**config.mk**
```make
export PLATFORM = sky130hd
export DESIGN_NAME = pwm_out_ctrl
export DESIGN_NICKNAME = d
export VERILOG_FILES = /design/src/rtl/pwm_out_pkg.sv /design/src/rtl/pwm_carrier_gen.sv /design/src/rtl/pwm_seg_chop.sv /design/src/rtl/pwm_pin_drive.sv /design/src/rtl/pwm_out_ctrl.sv
export SDC_FILE = /design/constraint.sdc
export NUM_CORES = 1
export LEC_CHECK = 0
export BUFFER_PORTS_ARGS = -buffer_cell sky130_fd_sc_hd__buf_4
export CORE_MARGIN = 2
export CORE_UTILIZATION = 46
export DETAILED_ROUTE_END_ITERATION = 10
export PLACE_DENSITY = 0.87
export SYNTH_ARGS = -nofsm -noshare
export SYNTH_HDL_FRONTEND = slang
export SYNTH_SLANG_ARGS = --single-unit
```
**constraint.sdc**
```tcl
create_clock -name clk -period 2.1 [get_ports clk]
set_input_delay 0 -clock clk [delete_from_list [all_inputs] [get_ports clk]]
set_output_delay 0 -clock clk [all_outputs]
set_load 0.01 [all_outputs]
```
**src/rtl/pwm_out_pkg.sv**
```systemverilog
// Package: shared constants and helpers for the PWM output router.
// Assumes outputs are ordered as high/low pairs per phase, high side on even bits.
package pwm_out_pkg;

    localparam int PHASES = 3;
    localparam int OUT_W  = 2 * PHASES;

    // Build a mask selecting the high-side (hi=1) or low-side (hi=0) outputs.
    function automatic logic [OUT_W-1:0] side_mask(input logic hi);
        logic [OUT_W-1:0] m;
        for (int i = 0; i < OUT_W; i++) begin
            m[i] = ((i % 2) == 0) ? hi : ~hi;
        end
        return m;
    endfunction

endpackage

```
**src/rtl/pwm_carrier_gen.sv**
```systemverilog
// Module: pwm_carrier_gen
// Generates the 50% chopping carrier from a programmable divider.
// Assumes: synchronous active-low reset; the carrier starts high; a wrap
// happens when the count reaches or exceeds the divide value, so lowering
// the divide value mid-period takes effect at the next edge.
module pwm_carrier_gen #(
    parameter int DIV_W = 8
) (
    input  logic             clk,
    input  logic             rst_n,
    input  logic [DIV_W-1:0] div_val,
    output logic             carrier
);

    logic [DIV_W-1:0] cnt_q;
    logic             wrap;

    // Wrap condition for the divide counter.
    assign wrap = (cnt_q >= div_val);

    // Divider count and carrier toggle.
    always_ff @(posedge clk) begin
        if (!rst_n) begin
            cnt_q   <= '0;
            carrier <= 1'b1;
        end else if (wrap) begin
            cnt_q   <= '0;
            carrier <= ~carrier;
        end else begin
            cnt_q   <= cnt_q + 1'b1;
        end
    end

    AST_CARRIER_TOGGLE: assert property (@(posedge clk) disable iff (!rst_n)
        (cnt_q >= div_val) |=> (carrier != $past(carrier)) && (cnt_q == '0));
    AST_CNT_ADVANCE: assert property (@(posedge clk) disable iff (!rst_n)
        (cnt_q < div_val) |=> (cnt_q == $past(cnt_q) + 1'b1) && $stable(carrier));

endmodule

```
**src/rtl/pwm_seg_chop.sv**
```systemverilog
// Module: pwm_seg_chop
// Applies per-output enables and optional carrier chopping to the raw PWM
// vector, and registers the resulting "on" vector.
// Assumes: raw on = 1; high side on even bits; synchronous active-low reset.
module pwm_seg_chop
    import pwm_out_pkg::*;
(
    input  logic             clk,
    input  logic             rst_n,
    input  logic [OUT_W-1:0] raw,
    input  logic [OUT_W-1:0] seg,
    input  logic             chop_hi,
    input  logic             chop_lo,
    input  logic             carrier,
    output logic [OUT_W-1:0] on_q
);

    logic [OUT_W-1:0] chop_sel;
    logic [OUT_W-1:0] on_d;

    // Per-output gating: enable, then carrier if that side is chopped.
    for (genvar i = 0; i < OUT_W; i++) begin : g_out
        if ((i % 2) == 0) begin : g_hi
            assign chop_sel[i] = chop_hi;
        end else begin : g_lo
            assign chop_sel[i] = chop_lo;
        end
        assign on_d[i] = raw[i] & seg[i] & (carrier | ~chop_sel[i]);
    end

    // Register the gated on vector.
    always_ff @(posedge clk) begin
        if (!rst_n) on_q <= '0;
        else        on_q <= on_d;
    end

    AST_SEG_OFF: assert property (@(posedge clk) disable iff (!rst_n)
        1'b1 |=> ((on_q & ~$past(seg)) == '0));
    AST_CHOP_HI: assert property (@(posedge clk) disable iff (!rst_n)
        (chop_hi && !carrier) |=> ((on_q & side_mask(1'b1)) == '0));
    AST_CHOP_LO: assert property (@(posedge clk) disable iff (!rst_n)
        (chop_lo && !carrier) |=> ((on_q & side_mask(1'b0)) == '0));

endmodule

```
**src/rtl/pwm_pin_drive.sv**
```systemverilog
// Module: pwm_pin_drive
// Final pin stage: trip override, then polarity, both combinational so a
// fault reaches the pins without waiting for a clock edge.
// Assumes: on_q is a registered on = 1 vector.
module pwm_pin_drive
    import pwm_out_pkg::*;
(
    input  logic             clk,
    input  logic             rst_n,
    input  logic [OUT_W-1:0] on_q,
    input  logic             trip,
    input  logic             pol_hi,
    output logic [OUT_W-1:0] pin_out
);

    logic [OUT_W-1:0] live;

    // Trip masks everything off, then polarity sets the pin levels.
    always_comb begin
        live    = on_q & ~{OUT_W{trip}};
        pin_out = pol_hi ? live : ~live;
    end

    AST_TRIP_OFF: assert property (@(posedge clk) disable iff (!rst_n)
        trip |-> (pin_out == {OUT_W{~pol_hi}}));

endmodule

```
**src/rtl/pwm_out_ctrl.sv**
```systemverilog
// Module: pwm_out_ctrl (top)
// Routes six raw PWM signals to gate-drive pins with per-output enables,
// independent high/low side carrier chopping, trip override and polarity.
// Assumes: synchronous active-low reset; one register between raw and pins.
module pwm_out_ctrl
    import pwm_out_pkg::*;
#(
    parameter int DIV_W = 8
) (
    input  logic             clk,
    input  logic             rst_n,
    input  logic [OUT_W-1:0] pwm_raw,
    input  logic [OUT_W-1:0] seg_en,
    input  logic             chop_hi_en,
    input  logic             chop_lo_en,
    input  logic [DIV_W-1:0] chop_div,
    input  logic             pol_hi,
    input  logic             trip,
    output logic [OUT_W-1:0] pin_out
);

    logic             carrier;
    logic [OUT_W-1:0] on_q;

    pwm_carrier_gen #(.DIV_W(DIV_W)) u_car (
        .clk     (clk),
        .rst_n   (rst_n),
        .div_val (chop_div),
        .carrier (carrier)
    );

    pwm_seg_chop u_gate (
        .clk     (clk),
        .rst_n   (rst_n),
        .raw     (pwm_raw),
        .seg     (seg_en),
        .chop_hi (chop_hi_en),
        .chop_lo (chop_lo_en),
        .carrier (carrier),
        .on_q    (on_q)
    );

    pwm_pin_drive u_pin (
        .clk     (clk),
        .rst_n   (rst_n),
        .on_q    (on_q),
        .trip    (trip),
        .pol_hi  (pol_hi),
        .pin_out (pin_out)
    );

endmodule

```
==> Word-level counts from Yosys, hierarchy flattened <==
Cells that the tools add are included.
{ "classes": {"add_sub_neg": 1, "order_cmp": 1, "mux": 1, "n_bitwise": 21, "reduce_logical": 1} }
{ "op_table": {"columns": ["op", "count"], "rows": [
  ["$and 1x1->1", 12],
  ["$not 6->6", 2],
  ["$add 8x1->8 const B", 1],
  ["$ge 8x8->1", 1],
  ["$and 6x6->6", 1],
  ["$mux 6", 1],
  ["$not 1->1", 4],
  ["$or 1x1->1", 2],
  ["$reduce_or 2->1", 1]
]} }
{ "word_totals": {"reg_bits": 15, "input_bits": 26, "out_inout_bits": 6, "wordCells": 28} }

==> Longest topological paths before layout <==
{ "depth": {"word_depth": 4, "ltp_mapped": 6, "depth_no_buf": 6} }

==> Modules after synthesis <==
A second synthesis with hierarchy kept.
{ "unflattened": {"hier_cells": 91, "area_unflattened_um2": 834.6} }
{ "modules_own_cells": {"columns": ["module", "n_inst", "cells_per_inst", "area_each_um2", "seq_area_each_um2"], "rows": [
  ["pwm_carrier_gen", 1, 64, 544.3, 180.2],
  ["pwm_seg_chop", 1, 14, 195.2, 120.1],
  ["pwm_pin_drive", 1, 13, 95.1, 0.0]
]} }

==> Worst setup path after synthesis <==
No wires, ideal clock.
{ "synth_timing": {"kind": "register -> register", "start": "register u_car.cnt_q[2]", "end": "register u_car.carrier", "setup_ps": 121, "arrival_time_ps": 1429, "required_ps": 1979, "path_slack_ps": 550, "path_stages_with_launch": 6, "n_path_buf": 0, "synth_period_minus_slack_ps": 1550, "cell_sequence": "dfxtp_1 > ha_1 > a211oi_2 > o21ai_1 > a21oi_1 > mux2_2"} }
{ "synth_between": {"elab_chain_cells": 1} }
{ "synth_rtl": {"columns": ["item", "line_no", "text"], "rows": [
  ["start: declaration", "pwm_carrier_gen.sv:15", "logic [DIV_W-1:0] cnt_q;"],
  ["start signal: assignment", "pwm_carrier_gen.sv:30", "cnt_q <= cnt_q + 1'b1;"],
  ["$ge 8x8->1", "pwm_carrier_gen.sv:19", "assign wrap = (cnt_q >= div_val);"],
  ["end signal: assignment", "pwm_carrier_gen.sv:28", "carrier <= ~carrier;"],
  ["end: declaration", "pwm_carrier_gen.sv:12", "output logic carrier"]
]} }
Every way passes these cells.
A chain may end at the register's enable or synchronous reset.

==> Final worst setup path <==
Same ends and word-level chain as after synthesis.

==> results.md <==
- Status: completed
- Area delta synth->final: 51.0%
- Power density cells: 493 nW/um2
- Slowest cell on the critical path: dfxtp_1
- Max clock buf depth: 2
- Post-cts resize count: 0
- Routed Antenna Nets: 0
- Final cycle utilization of the critical path: 79.3%
- Synth Register Bits: 15
- Hold Crit Class: input pin to flip-flop
- Setup Fix Bufs, Post-CTS: 0
- Buf/Inv on CP: 0
- Max-cap violations: 0
- Fin. Hold Viols: 0
- Top Ports: 32
- Max Slew Vio Count: 0
- FMAX: 601 MHz
- Overall power: 611 uW
- Arr. time, crit path: 1.85 ns
- Synth area leaders: dfxtp_1, ha_1, xnor2_1, nor2_1, nor2b_1
- Met2 Usage GRT: 42.5%
- Worst-margin pin slew: 0.399 ns
- Gpl congestion: 0.791
- Site row count: 15
- Worst Skew: 0.00791 ns
- First-pass GRT wire length: 3.47 mm
- Synthesized Nets: 133
- Min Tclk post-route: 1.67 ns
- Drt via density: 4.84
- Die area: 2140 um2
- CP max stage delay: 0.41 ns
- Largest net degree at the start of global routing: 10
- LEAKAGE: 0.602 nW
- Total number of vias: 823
- Initial antenna violation count: 0
- CTS buffer count: 3
- Port bufs: 31
- First-pass DRT Iterations: 5
- Vias in the first global route: 779
- GRT busiest layer: met2
- Worst EP required: 2.28 ns
- Cell family with most CP delay: compound AO/OA/AOI/OAI gates
- Worst IR Drop VDD: 0.000585 V
- Final WL: 2.12 mm
- Syn Inst Count: 98
- Total grt overflow: 0
- CTS Hold Bufs: 13
- Min Hold Slack: 0.124 ns
- Synth area leader: dfxtp_1
- Nets: 181
- Final non-filler cell area: 1240 um2
- Antenna cells: 0
- Hpwl dp: 1.43 mm
- Ratio of cells with drive above 1 in the final layout: 26.2%
- Endpoints failing setup: 0
- Die height: 46.2 um
- Critical path startpoint category: flip-flop
- Initial DRC Count: 18
- CORE AREA: 1710 um2
- CP Class: flip-flop to flip-flop
- Worst-path clk slew: 0.10 ns
- Routed WL per cell: 12.5 um
- Top-area cell type share of the netlist area: 36.6%
- Synth unique cells: 19
- Chip width: 46.2 um
- CTS tree: done
- Root Buffer: clkbuf_4
- Fill count: 123
- Met1 Use GR: 29.1%
- H-tree depth: 1
- Post-synthesis instance area: 820 um2
- Post-Syn Area per Cell: 8.36 um2
- Residual DRC: 0
- Total Routing Usage GR: 24.3%
- Relative slew slack: 73.1%
- Sink Count: 15
- Crit path max fanout: 5
- Clock latency on the worst-skew pair: 0.28 ns
- Post-route setup TNS: 0 ns
- Sequential share of the synthesized area: 36.6%
- RSZ-0062 raised after global routing: false
- Critical Path, Cell by Cell: ha_1 -> a211oi_2 -> o21ai_1 -> a21oi_1 -> mux2_2
- Yosys warns: 0
- Cell Area, Placed: 1080 um2
- Met3 usage: 4.71%
- Initial Util: 48.0%
- CP Capture Type: flip-flop
[metrics by stage]
step | std cells | util (%) | setup slack (ns)
floorplan | 98 | - | 0.550
finish | 170 | 72.5 | 0.435
detailed placement | 153 | 63.2 | 0.448
CTS | 170 | 72.5 | 0.427
global placement | 153 | 63.2 | 0.511
global route | 170 | 72.5 | 0.327
[worst reg2reg max path: cells and delay by family (launching register included)]
family / cells / cell delay (ns)
flip-flops: 1 / 0.41
adder cells (fa/ha/maj): 1 / 0.29
multiplexers: 1 / 0.35
AO/OA/AOI/OAI: 3 / 0.52
[cells in the mapped netlist]
| cell type | count |
|---|---|
| mux2_2 | 1 |
| nor2b_1 | 7 |
| a21oi_1 | 3 |
| xor2_1 | 5 |
| nand3_1 | 5 |
| o21ai_1 | 1 |
| xnor2_1 | 7 |
| nand2b_1 | 1 |
| a211oi_2 | 1 |
| ha_1 | 9 |
| clkbuf_1 | 1 |
| a211o_2 | 1 |
| and3_1 | 3 |
| o211ai_1 | 1 |
| nor2_1 | 14 |
| o21ai_0 | 3 |
| nand2_1 | 9 |
| inv_1 | 11 |
| dfxtp_1 | 15 |
[registers in the layout, indices dropped and copies added (netlist names)]
| register | count |
|---|---|
| u_car.carrier | 1 |
| u_car.cnt_q | 8 |
| u_gate.on_q | 6 |
[final timing paths]
path,cells past startpoint,from,to,slack (ns)
worst max-delay path,5,u_car.cnt_q[2],u_car.carrier,0.43
worst min-delay path,4,chop_lo_en,u_gate.on_q[5],0.12
worst max register to register,5,u_car.cnt_q[2],u_car.carrier,0.43
worst min register to register,2,u_car.cnt_q[7],u_car.cnt_q[7],0.54
[power breakdown]
| group | internal [mW] | switching [mW] |
|---|---|---|
| Sequential | 0.295 | 0.00976 |
| Clock | 0.0707 | 0.0948 |
| Combinational | 0.0845 | 0.0561 |
| Total | 0.450 | 0.161 |
[cells in the final DEF, fill, tap and decap left out]
cell | Yosys | routed
inv_1 | 11 | 11
and3_1 | 3 | 3
a211oi_2 | 1 | 1
nand2b_1 | 1 | 1
nand3_1 | 5 | 5
nor2b_1 | 7 | 7
xor2_1 | 5 | 5
xnor2_1 | 7 | 7
dfxtp_1 | 15 | 15
clkbuf_4 | 0 | 3
nand2_1 | 9 | 9
clkinv_2 | 0 | 1
nor2_1 | 14 | 14
o211ai_1 | 1 | 1
o21ai_1 | 1 | 1
mux2_2 | 1 | 1
ha_1 | 9 | 9
dlygate4sd3_1 | 0 | 13
buf_4 | 0 | 31
o21ai_0 | 3 | 3
a21oi_1 | 3 | 3
a211o_2 | 1 | 1
[final cells by class]
cell class	count	area, um2	area share (%)
Multi-Input combinational cell	71	474	38.3
Timing Repair Buffer	44	363	29.3
Sequential cell	15	300	24.3
Inverter	11	41.3	3.34
Tap cell	25	31.3	2.53
Clock buffer	3	22.5	1.82
Clock inverter	1	5.00	0.404
[cell families (layout without fill, tap and decap cells)]
family	after synthesis	in the layout	synth area share, %
and+or+nand+nor	39	39	22.0
AOI/OAI and AO/OA	10	10	7.94
xor gates and xnor gates	12	12	12.8
buffers and inverters	12	59	5.50
muxes	1	1	1.37
DFF	15	15	36.6
adders and majority gates	9	9	13.7
[per-layer routing]
metal | up-vias | share of wire [%]
met3 | 2 | 2.9
met2 | 19 | 56
li1 | 410 | -
met4 | 0 | 0.99
met5 | - | 0
met1 | 392 | 40
Power figures use the tool's default switching activity.
